**config.mk**
```make
export PLATFORM = sky130hd
export DESIGN_NAME = img_checksum_acc
export DESIGN_NICKNAME = d
export VERILOG_FILES = /design/src/rtl/ckacc_pkg.sv /design/src/rtl/ckacc_word_counter.sv /design/src/rtl/ckacc_id_pack.sv /design/src/rtl/ckacc_sum.sv /design/src/rtl/img_checksum_acc.sv
export SDC_FILE = /design/constraint.sdc
export NUM_CORES = 1
export LEC_CHECK = 0
export BUFFER_PORTS_ARGS = -buffer_cell sky130_fd_sc_hd__buf_2
export CORE_AREA = 2 2 100 112
export CTS_BUF_LIST = sky130_fd_sc_hd__clkbuf_16
export CTS_CLUSTER_SIZE = 16
export DETAILED_ROUTE_END_ITERATION = 10
export DIE_AREA = 0 0 102 114
export SYNTH_ARGS = -nofsm -noshare
export SYNTH_HDL_FRONTEND = slang
export SYNTH_SLANG_ARGS = --single-unit
```
**constraint.sdc**
```tcl
create_clock -name clk -period 3.37 [get_ports clk]
set_input_delay 0.674 -clock clk [delete_from_list [all_inputs] [get_ports clk]]
set_output_delay 0.674 -clock clk [all_outputs]
set_load 0.01 [all_outputs]
```
**src/rtl/ckacc_pkg.sv**
```systemverilog
package ckacc_pkg;
  typedef enum logic {
    PH_IDLE = 1'b0,
    PH_RUN  = 1'b1
  } phase_t;
endpackage

```
**src/rtl/ckacc_word_counter.sv**
```systemverilog
module ckacc_word_counter #(
  parameter int WORDS = 2048,
  parameter int CW    = $clog2(WORDS + 1)
) (
  input  logic          clk,
  input  logic          rst,
  input  logic          clr,
  input  logic          inc,
  output logic [CW-1:0] count,
  output logic          full
);
  localparam logic [CW-1:0] LIMIT = CW'(WORDS);

  assign full = (count == LIMIT);

  always_ff @(posedge clk) begin
    if (rst || clr) count <= '0;
    else if (inc && !full) count <= count + 1'b1;
  end
endmodule

```
**src/rtl/ckacc_id_pack.sv**
```systemverilog
module ckacc_id_pack #(
  parameter int DW   = 14,
  parameter int NID  = 4,
  parameter int NIB  = 4,
  parameter int SW   = NID * NIB
) (
  input  logic [NID-1:0][DW-1:0] ids,
  output logic [SW-1:0]          packed_val
);
  for (genvar g = 0; g < NID; g++) begin : g_nib
    // entry 0 lands in the top nibble
    assign packed_val[(NID-1-g)*NIB +: NIB] = ids[g][NIB-1:0];
  end
endmodule

```
**src/rtl/ckacc_sum.sv**
```systemverilog
module ckacc_sum #(
  parameter int SW = 16
) (
  input  logic          clk,
  input  logic          rst,
  input  logic          clr,
  input  logic          add_en,
  input  logic [SW-1:0] addend,
  output logic [SW-1:0] sum
);
  always_ff @(posedge clk) begin
    if (rst || clr) sum <= '0;
    else if (add_en) sum <= sum + addend;
  end
endmodule

```
**src/rtl/img_checksum_acc.sv**
```systemverilog
module img_checksum_acc #(
  parameter int          WORDS    = 2048,
  parameter int          DW       = 14,
  parameter int          SW       = 16,
  parameter int          NID      = 4,
  parameter int          NIB      = 4,
  parameter logic [15:0] CFG_MASK = 16'h0FFF
) (
  input  logic          clk,
  input  logic          rst,
  input  logic          start_i,
  input  logic          protect_i,
  input  logic          word_vld_i,
  input  logic [DW-1:0] word_i,
  input  logic          finish_i,
  input  logic [DW-1:0] cfg_word_i,
  input  logic [DW-1:0] uid0_i,
  input  logic [DW-1:0] uid1_i,
  input  logic [DW-1:0] uid2_i,
  input  logic [DW-1:0] uid3_i,
  output logic [SW-1:0] checksum_o,
  output logic          done_o,
  output logic          count_err_o
);
  import ckacc_pkg::*;

  localparam int CW  = $clog2(WORDS + 1);
  localparam int PKW = NID * NIB;

  phase_t          phase_q;
  logic            prot_q;
  logic            in_run, fire, accept;
  logic [CW-1:0]   count;
  logic            full;
  logic [SW-1:0]   run_sum, word_ext, cfg_term, id_term, final_sum;
  logic [PKW-1:0]  id_packed;
  logic [NID-1:0][DW-1:0] id_vec;

  assign in_run = (phase_q == PH_RUN);
  assign fire   = in_run && finish_i && !start_i;
  assign accept = in_run && word_vld_i && !finish_i && !start_i && !full;

  assign id_vec = {uid3_i, uid2_i, uid1_i, uid0_i};

  ckacc_word_counter #(.WORDS(WORDS), .CW(CW)) u_cnt (
    .clk(clk), .rst(rst), .clr(start_i), .inc(accept),
    .count(count), .full(full)
  );

  ckacc_id_pack #(.DW(DW), .NID(NID), .NIB(NIB), .SW(PKW)) u_pack (
    .ids(id_vec), .packed_val(id_packed)
  );

  assign word_ext = SW'(word_i);

  ckacc_sum #(.SW(SW)) u_sum (
    .clk(clk), .rst(rst), .clr(start_i),
    .add_en(accept && !prot_q), .addend(word_ext), .sum(run_sum)
  );

  assign cfg_term  = SW'(cfg_word_i) & SW'(CFG_MASK);
  assign id_term   = prot_q ? SW'(id_packed) : '0;
  assign final_sum = (prot_q ? '0 : run_sum) + cfg_term + id_term;

  always_ff @(posedge clk) begin
    if (rst) begin
      phase_q     <= PH_IDLE;
      prot_q      <= 1'b0;
      checksum_o  <= '0;
      done_o      <= 1'b0;
      count_err_o <= 1'b0;
    end else begin
      done_o <= fire;
      if (start_i) begin
        phase_q     <= PH_RUN;
        prot_q      <= protect_i;
        count_err_o <= 1'b0;
      end else if (fire) begin
        phase_q     <= PH_IDLE;
        checksum_o  <= final_sum;
        count_err_o <= !full;
      end
    end
  end
endmodule

```
==> flow_summary.yaml, run 1 <==
critical_path:
  worst-setup-path-type: "flip-flop to flip-flop"
  worstSetupEndpointType: "flip-flop"
  critPathArrivalTime_ns: 3.39
  crit_required_ns: 3.60
  crit_path_max_fanout: 21
  critical_path.startpoint_type: "flip-flop"
power_and_ir_drop:
  p_per_area_nw_per_um2: 308.0
  peakVddDrop_v: 0.0001711
  p_leak_nw: 1.888
timing:
  hold_ws_ns: 0.4456
  grt_setup_unrepaired: "no"
  layout_setup_ws_ns: 0.2084
  hold_violations: 0
  slew_violations: 0
  setup-tns-final_ns: 0
  finalCritPeriodShare: 0.9382
  max_freq_ghz: 0.3163
  fin_worst_skew_ns: 0.006210
  fin_crit_ns: 3.162
  finalSetupViolations: 0
  relSlewSlack: 0.6576
  worst_slew_pin_slew_ns: 0.5136
synthesis:
  synth_area_um2: 3576
  ys_ff_latch: 48
  ys_seq_area_frac: 0.2687
  synth_warnings: 0
  synth_nets: 569
  ys_async_sr_fraction: 0
  synth_cells: 434
  synth_ff_type: "dfxtp_1"
  syn_area_per_cell_um2: 8.239
  synth.distinct_cells: 54
  synth_edf_count: 0
die:
  initial_utilization: 0.3370
  die_h_um: 114
  core_um2: 10610
  die-width_um: 102
  io_pins: 108
  rows: 40
  die_area_um2: 11630
clock_network:
  cts_buffers: 5
  clk_path_buf_depth: 2
  cts-htree-levels: 2
  cts_sinks: 48
  cts_tree: "built"
  root_buffer: "clkbuf_16"
  clock_latency_ns: 0.29
  path_clk_slew_ns: 0.07
global_route:
  grt_max_degree: 26
  antenna_found_initial: 0
  grt_usage: 0.1480
  grt_pass1_wl_um: 13940
  overflow: 0
  grt_pass1_vias: 3013
placed_design:
  hpwl_um: 6751
  portBuffers: 65
  dpl.cell_count: 632
  pre_cts_ws_ns: 0.01403
  gp_congestion: 0.8786
  postPlaceCellArea_um2: 4030
route:
  drt-initial-drc-count: 122
  routed_wirelength_um: 8355
  via_count: 3171
  wl_met1_um: 3763
  wl_per_cell_um: 13.05
  maxUsedRoutingLayer: "met4"
  remaining_drc_errors: 0
  wl_met3_um: 356
  via_per_inst: 4.955
  ant_nets: 0
  wl_met2_um: 4148
  drt_first_pass_iters: 5
cells_and_area:
  drive_above_1_share: 0.1765
  nets: 627
  final_cell_area_um2: 4182
  n_fill_cell: 1128
  diodes: 0
  fin_cells: 640
  syn2layout_area_growth_pct: 16.93
run:
  cap_violations: 0
min_path:
  hp-class: "flip-flop to flip-flop"
run_status:
  status: "complete, no violations"
## cells in the final DEF (no fill, tap or decap), drive strengths merged, types with 15 or more instances in the layout
master,instances
inv,18
a21oi,42
nor2,35
dfxtp,48
nand3,15
nor2b,16
nand2,45
ha,31
buf,68
o21ai,22
## state kept, by name, summed over array words and instances (netlist names)
| register | flops |
|---|---|
| checksum_o | 16 |
| prot_q | 1 |
| count_err_o | 1 |
| done_o | 1 |
| u_sum.sum | 16 |
| u_cnt.count | 12 |
| in_run | 1 |
## critical path, stage by stage, from the launching register on
cell       delay, ns
dfxtp_2         0.44
buf_4           0.28
and2_1          0.19
fa_1            0.42
ha_1            0.41
nand4_1         0.13
a311oi_1        0.46
nor2_1          0.12
o2bb2ai_1       0.16
or4_1           0.39
nand3_1         0.08
## layer usage
metal  GRT usage  up-vias
li1            -     1640
met5           0        -
met3     0.02022        6
met4     0.03644        0
met2      0.2570       70
met1      0.1929     1455
## cells in the mapped netlist, types with 6 or more instances
| master | n | share of area |
|---|---|---|
| dfxtp_1 | 48 | 0.27 |
| nand2_1 | 45 | 0.047 |
| a21oi_1 | 42 | 0.059 |
| nor2_1 | 35 | 0.037 |
| ha_1 | 31 | 0.11 |
| o21ai_0 | 17 | 0.024 |
| inv_1 | 16 | 0.017 |
| nor2b_1 | 16 | 0.028 |
| nand3_1 | 15 | 0.021 |
| and2_1 | 14 | 0.024 |
| fa_1 | 14 | 0.078 |
| a21o_1 | 13 | 0.027 |
| clkbuf_1 | 11 | 0.012 |
| nand4_1 | 11 | 0.019 |
| xnor2_1 | 10 | 0.024 |
| xor2_1 | 10 | 0.024 |
| nor3_1 | 9 | 0.013 |
| or3_1 | 9 | 0.016 |
| a211oi_1 | 6 | 0.013 |
| o21a_1 | 6 | 0.013 |
## report_power, final
group | switching (W) | total, W | internal, W
clock | 0.000226 | 0.000507 | 0.000280
sequential | 0.00000634 | 0.000582 | 0.000576
combinational | 0.000112 | 0.000199 | 0.0000868
total | 0.000345 | 0.00129 | 0.000943
## worst paths after layout
check / slack [ns] / cells past startpoint / start / to
worst max-delay path: 0.21 / 10 / prot_q / checksum_o[12]
worst min-delay path: 0.45 / 2 / checksum_o[6] / checksum_o[6]
worst max register to register: 0.21 / 10 / prot_q / checksum_o[12]
worst min register to register: 0.45 / 2 / checksum_o[6] / checksum_o[6]
## final cells by class
cell class                      count  area [um^2]  area share
Clock buffer                        5        125.1     0.02992
Clock inverter                      3        25.02    0.005984
Sequential cell                    48        962.2      0.2301
Inverter                           16        60.06     0.01436
Tap cell                          147        183.9     0.04399
Multi-Input combinational cell    353         2477      0.5925
Timing Repair Buffer               68        347.8     0.08318
## kinds of logic after synthesis
group | Yosys count | synth area share
buffers and inverters | 33 | 0.03849
XOR/XNOR | 20 | 0.04898
AO/OA/AOI/OAI | 105 | 0.1833
multiplexers | 6 | 0.01749
flip-flops | 48 | 0.2687
adder cells (fa/ha/maj) | 45 | 0.1868
AND/OR/NAND/NOR | 176 | 0.2551
other | 1 | 0.001049
## what timing repair did
action	in CTS	in global routing
gates resized for setup	0	1
buffers inserted	0	0
endpoints found under the setup margin	0	4
hold buffers	0	0
## stage by stage
stage | util | total power [W]
2_1_floorplan | - | 0.0007277
6_report | 0.3941 | 0.001288
5_1_grt | 0.3941 | 0.001355
3_3_place_gp | 0.3798 | 0.0007918
4_1_cts | 0.3940 | 0.001309
3_5_place_dp | 0.3798 | 0.0007950
No activity file was read; power rests on OpenSTA's default activity.
==> inputs of run 2 (changes only) <==
Settings changed: ABC_CLOCK_PERIOD_IN_PS set to 3370, PLACE_DENSITY set to 0.61.
==> run 2 against run 1 <==
Effect of this change: via count is essentially flat; largest cell class unchanged; flip-flop and latch count did not move; utilization barely moved; clock power down 7.1%; global-route usage grew 0.21 points; critical path type is now input pin to flip-flop; worst setup slack better by 0.10 ns.
==> flow_summary.yaml, run 2 (synthesis gave the netlist of run 1 again) <==
run_status:
  status: "complete, no violations"
timing:
  worst_slew_pin_slew_ns: 0.5297
  hold_ws_ns: 0.4475
  slew_violations: 0
  setup-tns-final_ns: 0
  fin_worst_skew_ns: 0.006900
  relSlewSlack: 0.6468
  grt_setup_unrepaired: "no"
  finalCritPeriodShare: 0.9073
  hold_violations: 0
  fin_crit_ns: 3.058
  finalSetupViolations: 0
  max_freq_ghz: 0.3271
cells_and_area:
  mostFrequentLayoutCells: "65 x buf_2, 47 x dfxtp_1, 45 x nand2_1"
  syn2layout_area_growth_pct: 16.86
  diodes: 0
  final_cell_area_um2: 4179
  fin_cells: 641
  reg_top3: "checksum_o (16), u_sum.sum (16), u_cnt.count (12)"
  drive_above_1_share: 0.1721
  nets: 628
  mostFrequentLayoutCell: "buf_2"
global_route:
  grt_pass1_vias: 3017
  grt_max_degree: 26
  grt_pass1_wl_um: 13990
  grt_usage: 0.1502
  overflow: 0
  antenna_found_initial: 0
die:
  initial_utilization: 0.3370
  die_area_um2: 11630
  rows: 40
  io_pins: 108
  die-width_um: 102
  core_um2: 10610
  die_h_um: 114
critical_path:
  r2r-start: "prot_q"
  slowest_delay_ns: 0.54
  crit_path_max_fanout: 3
  crit_required_ns: 3.58
  worst-setup-path-type: "input pin to flip-flop"
  worst_path_max_delay_cell: "fa_1"
  critical_path.startpoint_type: "input pin"
  worstSetupEndpointType: "flip-flop"
  critPathArrivalTime_ns: 3.26
  reg2reg_slack_ns: 0.31
  reg2reg_depth: 11
  r2r-end: "checksum_o[15]"
  cp_cell_sequence: "buf_2 -> and2_1 -> fa_1 -> inv_1 -> fa_1 -> nor2b_1 -> o21a_1 -> o21ai_2 -> buf_4 -> a211oi_1 -> nor3_1 -> xnor2_1 -> a211oi_1"
placed_design:
  postPlaceCellArea_um2: 4038
  portBuffers: 65
  gp_congestion: 0.9002
  dpl.cell_count: 633
  hpwl_um: 6840
min_path:
  holdPathStages: 2
  whs_endpoint: "checksum_o[14]"
  hp-class: "flip-flop to flip-flop"
  hold_start: "checksum_o[14]"
power_and_ir_drop:
  total_power_w: 0.001256
  p_per_area_nw_per_um2: 300.5
  peakVddDrop_v: 0.0001634
  p_leak_nw: 1.896
route:
  drt-initial-drc-count: 139
  routed_wirelength_um: 8451
  drt_first_pass_iters: 4
  wl_per_cell_um: 13.18
  ant_nets: 0
  via_count: 3169
  remaining_drc_errors: 0
  via_per_inst: 4.944
clock_network:
  cts_tree: "built"
  clk_path_buf_depth: 2
  clock_latency_ns: 0.29
  path_clk_slew_ns: 0.06
  root_buffer: "clkbuf_16"
  postCtsSetupBuffers: 0
  postCtsHoldBufs: 0
  cts-htree-levels: 2
  cts_sinks: 48
  cts_buffers: 5
run:
  cap_violations: 0
## run 2: cell count changes in the layout (fill, tap and decap cells not counted), sizes merged
cell / change
clkinv: +1
buf: +1
clkinvlp: -1
## run 2: repair_timing
action | in CTS | in global routing
endpoints found under the hold margin | 0 | 0
resized for setup | 0 | 2
setup endpoints to repair | 0 | 3
## run 2: how the worst max path moves through the flow
stage               from              to
4_1_cts           prot_q  checksum_o[15]
6_report       uid3_i[2]  checksum_o[15]
3_5_place_dp   uid3_i[2]  checksum_o[11]
3_3_place_gp   uid3_i[2]  checksum_o[13]
5_1_grt           prot_q  checksum_o[15]
2_1_floorplan     prot_q  checksum_o[13]
## run 2: per-stage QoR
stage / setup WS (ns) / util
finish: 0.3124 / 0.3939
global route: 0.06548 / 0.3939
CTS: 0.1736 / 0.3934
detailed placement: 0.006616 / 0.3805
global placement: 0.06509 / 0.3805
floorplan: 0.1233 / -
## run 2: layer usage
metal | vias to the layer above | part of all wire | global-route usage
li1 | 1643 | - | -
met1 | 1441 | 0.47 | 0.1899
met2 | 65 | 0.48 | 0.2539
met3 | 20 | 0.029 | 0.02022
met4 | 0 | 0.027 | 0.06489
met5 | - | 0 | 0
## run 2: area by class of cell
| type | count | area (um^2) |
|---|---|---|
| inverters | 16 | 60.06 |
| fillers | 1126 | 6431 |
| well taps | 147 | 183.9 |
| flip-flops and latches | 48 | 962.2 |
| repair buffers | 69 | 359.1 |
| clock buffers | 5 | 125.1 |
| clock inverters | 3 | 11.26 |
| multi-input cells | 353 | 2477 |
## run 2: critical path, delay by kind of cell
kind                       cells  cell delay, ns
adders and majority gates      2            0.97
AOI/OAI and AO/OA              4            0.73
and+or+nand+nor                3            0.43
buffers and inverters          3            0.30
xor gates and xnor gates       1            0.14
## run 2: where the power goes
part	switching, W	leakage [nW]	total, W	internal [W]
combinational	0.000115	1.43	0.000203	0.0000881
clock	0.000204	0.0738	0.000471	0.000267
sequential	0.00000607	0.388	0.000582	0.000576
total	0.000324	1.90	0.00126	0.000931
==> inputs of run 3 (changes only) <==
--- a/config.mk
+++ b/config.mk
@@ -9,3 +9,3 @@
 export BUFFER_PORTS_ARGS = -buffer_cell sky130_fd_sc_hd__buf_2
-export CORE_AREA = 2 2 100 112
+export CORE_AREA = 2 2 87 97
 export CTS_BUF_LIST = sky130_fd_sc_hd__clkbuf_16
@@ -13,4 +13,4 @@
 export DETAILED_ROUTE_END_ITERATION = 10
-export DIE_AREA = 0 0 102 114
-export PLACE_DENSITY = 0.61
+export DIE_AREA = 0 0 89 99
+export PLACE_DENSITY = 0.77
 export SYNTH_ARGS = -nofsm -noshare
--- a/constraint.sdc
+++ b/constraint.sdc
@@ -3,2 +3,2 @@
 set_output_delay 0.674 -clock clk [all_outputs]
-set_load 0.01 [all_outputs]
+set_load 0.02 [all_outputs]
==> run 3 against run 2 <==
Effect of this change: total power rose by 9.3%; register-to-register slack got worse by 0.04 ns; global-route usage rose by 3.8 points; flip-flop and latch count did not move; sequential power barely moved; utilization rose by 14 points; sequential share of layout area rose by 0.055 points; highest routed layer unchanged.
==> flow_summary.yaml, run 3 (synthesis gave the netlist of run 1 again) <==
die:
  die-width_um: 89
  core_um2: 7828
  die_h_um: 99
  die_area_um2: 8811
  initial_utilization: 0.4568
  rows: 34
  io_pins: 108
run:
  cap_violations: 0
cells_and_area:
  mostFrequentLayoutCells: "65 x buf_2, 47 x dfxtp_1, 45 x nand2_1"
  syn2layout_area_growth_pct: 16.59
  final_core_util: 0.5326
  n_fill_cell: 759
  mostFrequentLayoutCell: "buf_2"
  drive_above_1_share: 0.1798
  reg_top3: "checksum_o (16), u_sum.sum (16), u_cnt.count (12)"
  diodes: 0
  nets: 629
critical_path:
  critPathArrivalTime_ns: 3.30
  worstSetupEndpointType: "flip-flop"
  critical_path.startpoint_type: "flip-flop"
  r2r-end: "checksum_o[15]"
  r2r-start: "prot_q"
  worst-setup-path-type: "flip-flop to flip-flop"
  reg2reg_depth: 12
  worst_path_max_delay_cell: "dfxtp_2"
  crit_path_max_fanout: 17
  reg2reg_slack_ns: 0.27
  slowest_delay_ns: 0.47
  cp_cell_sequence: "buf_4 -> buf_4 -> nor2b_1 -> fa_1 -> ha_1 -> and2_1 -> nand3_1 -> or2_2 -> a211oi_1 -> nor3_1 -> xnor2_1 -> a211oi_1"
  crit_required_ns: 3.57
timing:
  fin_worst_skew_ns: 0.006446
  relSlewSlack: 0.6577
  hold_violations: 0
  finalSetupViolations: 0
  max_freq_ghz: 0.3228
  layout_setup_ws_ns: 0.2721
  fin_crit_ns: 3.098
  hold_ws_ns: 0.4470
  setup-tns-final_ns: 0
  grt_setup_unrepaired: "no"
  slew_violations: 0
  finalCritPeriodShare: 0.9193
  worst_slew_pin_slew_ns: 0.5134
route:
  drt-initial-drc-count: 104
  drt_first_pass_iters: 4
  routed_wirelength_um: 8045
  ant_nets: 0
  wl_per_cell_um: 13.34
  via_count: 3212
  via_per_inst: 5.327
  remaining_drc_errors: 0
power_and_ir_drop:
  switching_share: 0.2592
  internal-power_w: 0.001017
  p_sw_w: 0.0003560
  p_leak_nw: 1.907
  peakVddDrop_v: 0.0001886
  p_comb_frac: 0.150
  p_per_area_nw_per_um2: 329.4
  pwr-share-seq: 0.424
  clkPwrFrac: 0.426
  total_power_w: 0.001373
clock_network:
  cts_tree: "built"
  postCtsSetupBuffers: 0
  postCtsHoldBufs: 0
  clk_path_buf_depth: 2
  path_clk_slew_ns: 0.07
  cts_buffers: 5
  cts_resized: 0
  cts-htree-levels: 2
  cts_sinks: 48
  clock_latency_ns: 0.29
  root_buffer: "clkbuf_16"
placed_design:
  pre_cts_ws_ns: 0.02540
  portBuffers: 65
  hpwl_um: 6449
  gp_congestion: 0.8918
min_path:
  hold_start: "checksum_o[8]"
  holdPathStages: 2
  hp-class: "flip-flop to flip-flop"
  whs_endpoint: "checksum_o[8]"
global_route:
  overflow: 0
  grt_pass1_wl_um: 13300
  grt_pass1_vias: 3032
  grt_max_degree: 26
  antenna_found_initial: 0
  grt_usage: 0.1883
run_status:
  status: "complete, no violations"
[run 3: cell types whose count changed in the layout (fill, tap and decap cells not counted), sizes merged]
cell      delta
clkinv       -1
bufinv       +1
buf          +1
inv          -1
clkinvlp     +1
[run 3: worst max-delay path by stage]
stage          startpoint              to
6_report           prot_q  checksum_o[15]
4_1_cts            prot_q  checksum_o[15]
2_1_floorplan      prot_q  checksum_o[13]
5_1_grt            prot_q  checksum_o[15]
3_3_place_gp    uid3_i[2]  checksum_o[13]
3_5_place_dp    uid3_i[2]  checksum_o[11]
[run 3: critical path, delay by kind of cell, from the launching register on]
| family | cells | cell delay, ns |
|---|---|---|
| adder cells (fa/ha/maj) | 2 | 0.78 |
| AND/OR/NAND/NOR | 5 | 0.78 |
| flip-flops | 1 | 0.47 |
| AO/OA/AOI/OAI | 2 | 0.44 |
| buffers and inverters | 2 | 0.40 |
| XOR/XNOR | 1 | 0.14 |
[run 3: cell type report]
cell class	count	area, um^2	area share
clock inverters	3	46.29	0.01110
flip-flops and latches	48	962.2	0.2308
multi-input cells	353	2477	0.5942
inverters	16	60.06	0.01441
clock buffers	5	125.1	0.03001
well taps	108	135.1	0.03241
repair buffers	70	362.8	0.08703
[run 3: metal layers]
metal,vias up,global-route usage,routed length [um]
li1,1650,-,-
met1,1465,0.2293,3520
met2,86,0.3301,3988
met3,11,0.03350,398
met4,0,0.06200,138
met5,-,0,0
[run 3: stage by stage]
stage	std cells	area [um^2]
after floorplan	434	3576
after global placement	595	3996
after detailed placement	595	3996
after CTS	603	4168
after global routing	603	4169
final	603	4169
[run 3: power groups by stage]
stage	clock, W	combinational (W)	sequential [W]
after floorplan	0	0.000131	0.000601
after global placement	0	0.000200	0.000595
after detailed placement	0	0.000204	0.000596
after CTS	0.000590	0.000207	0.000582
after global routing	0.000612	0.000232	0.000584
final	0.000584	0.000207	0.000582
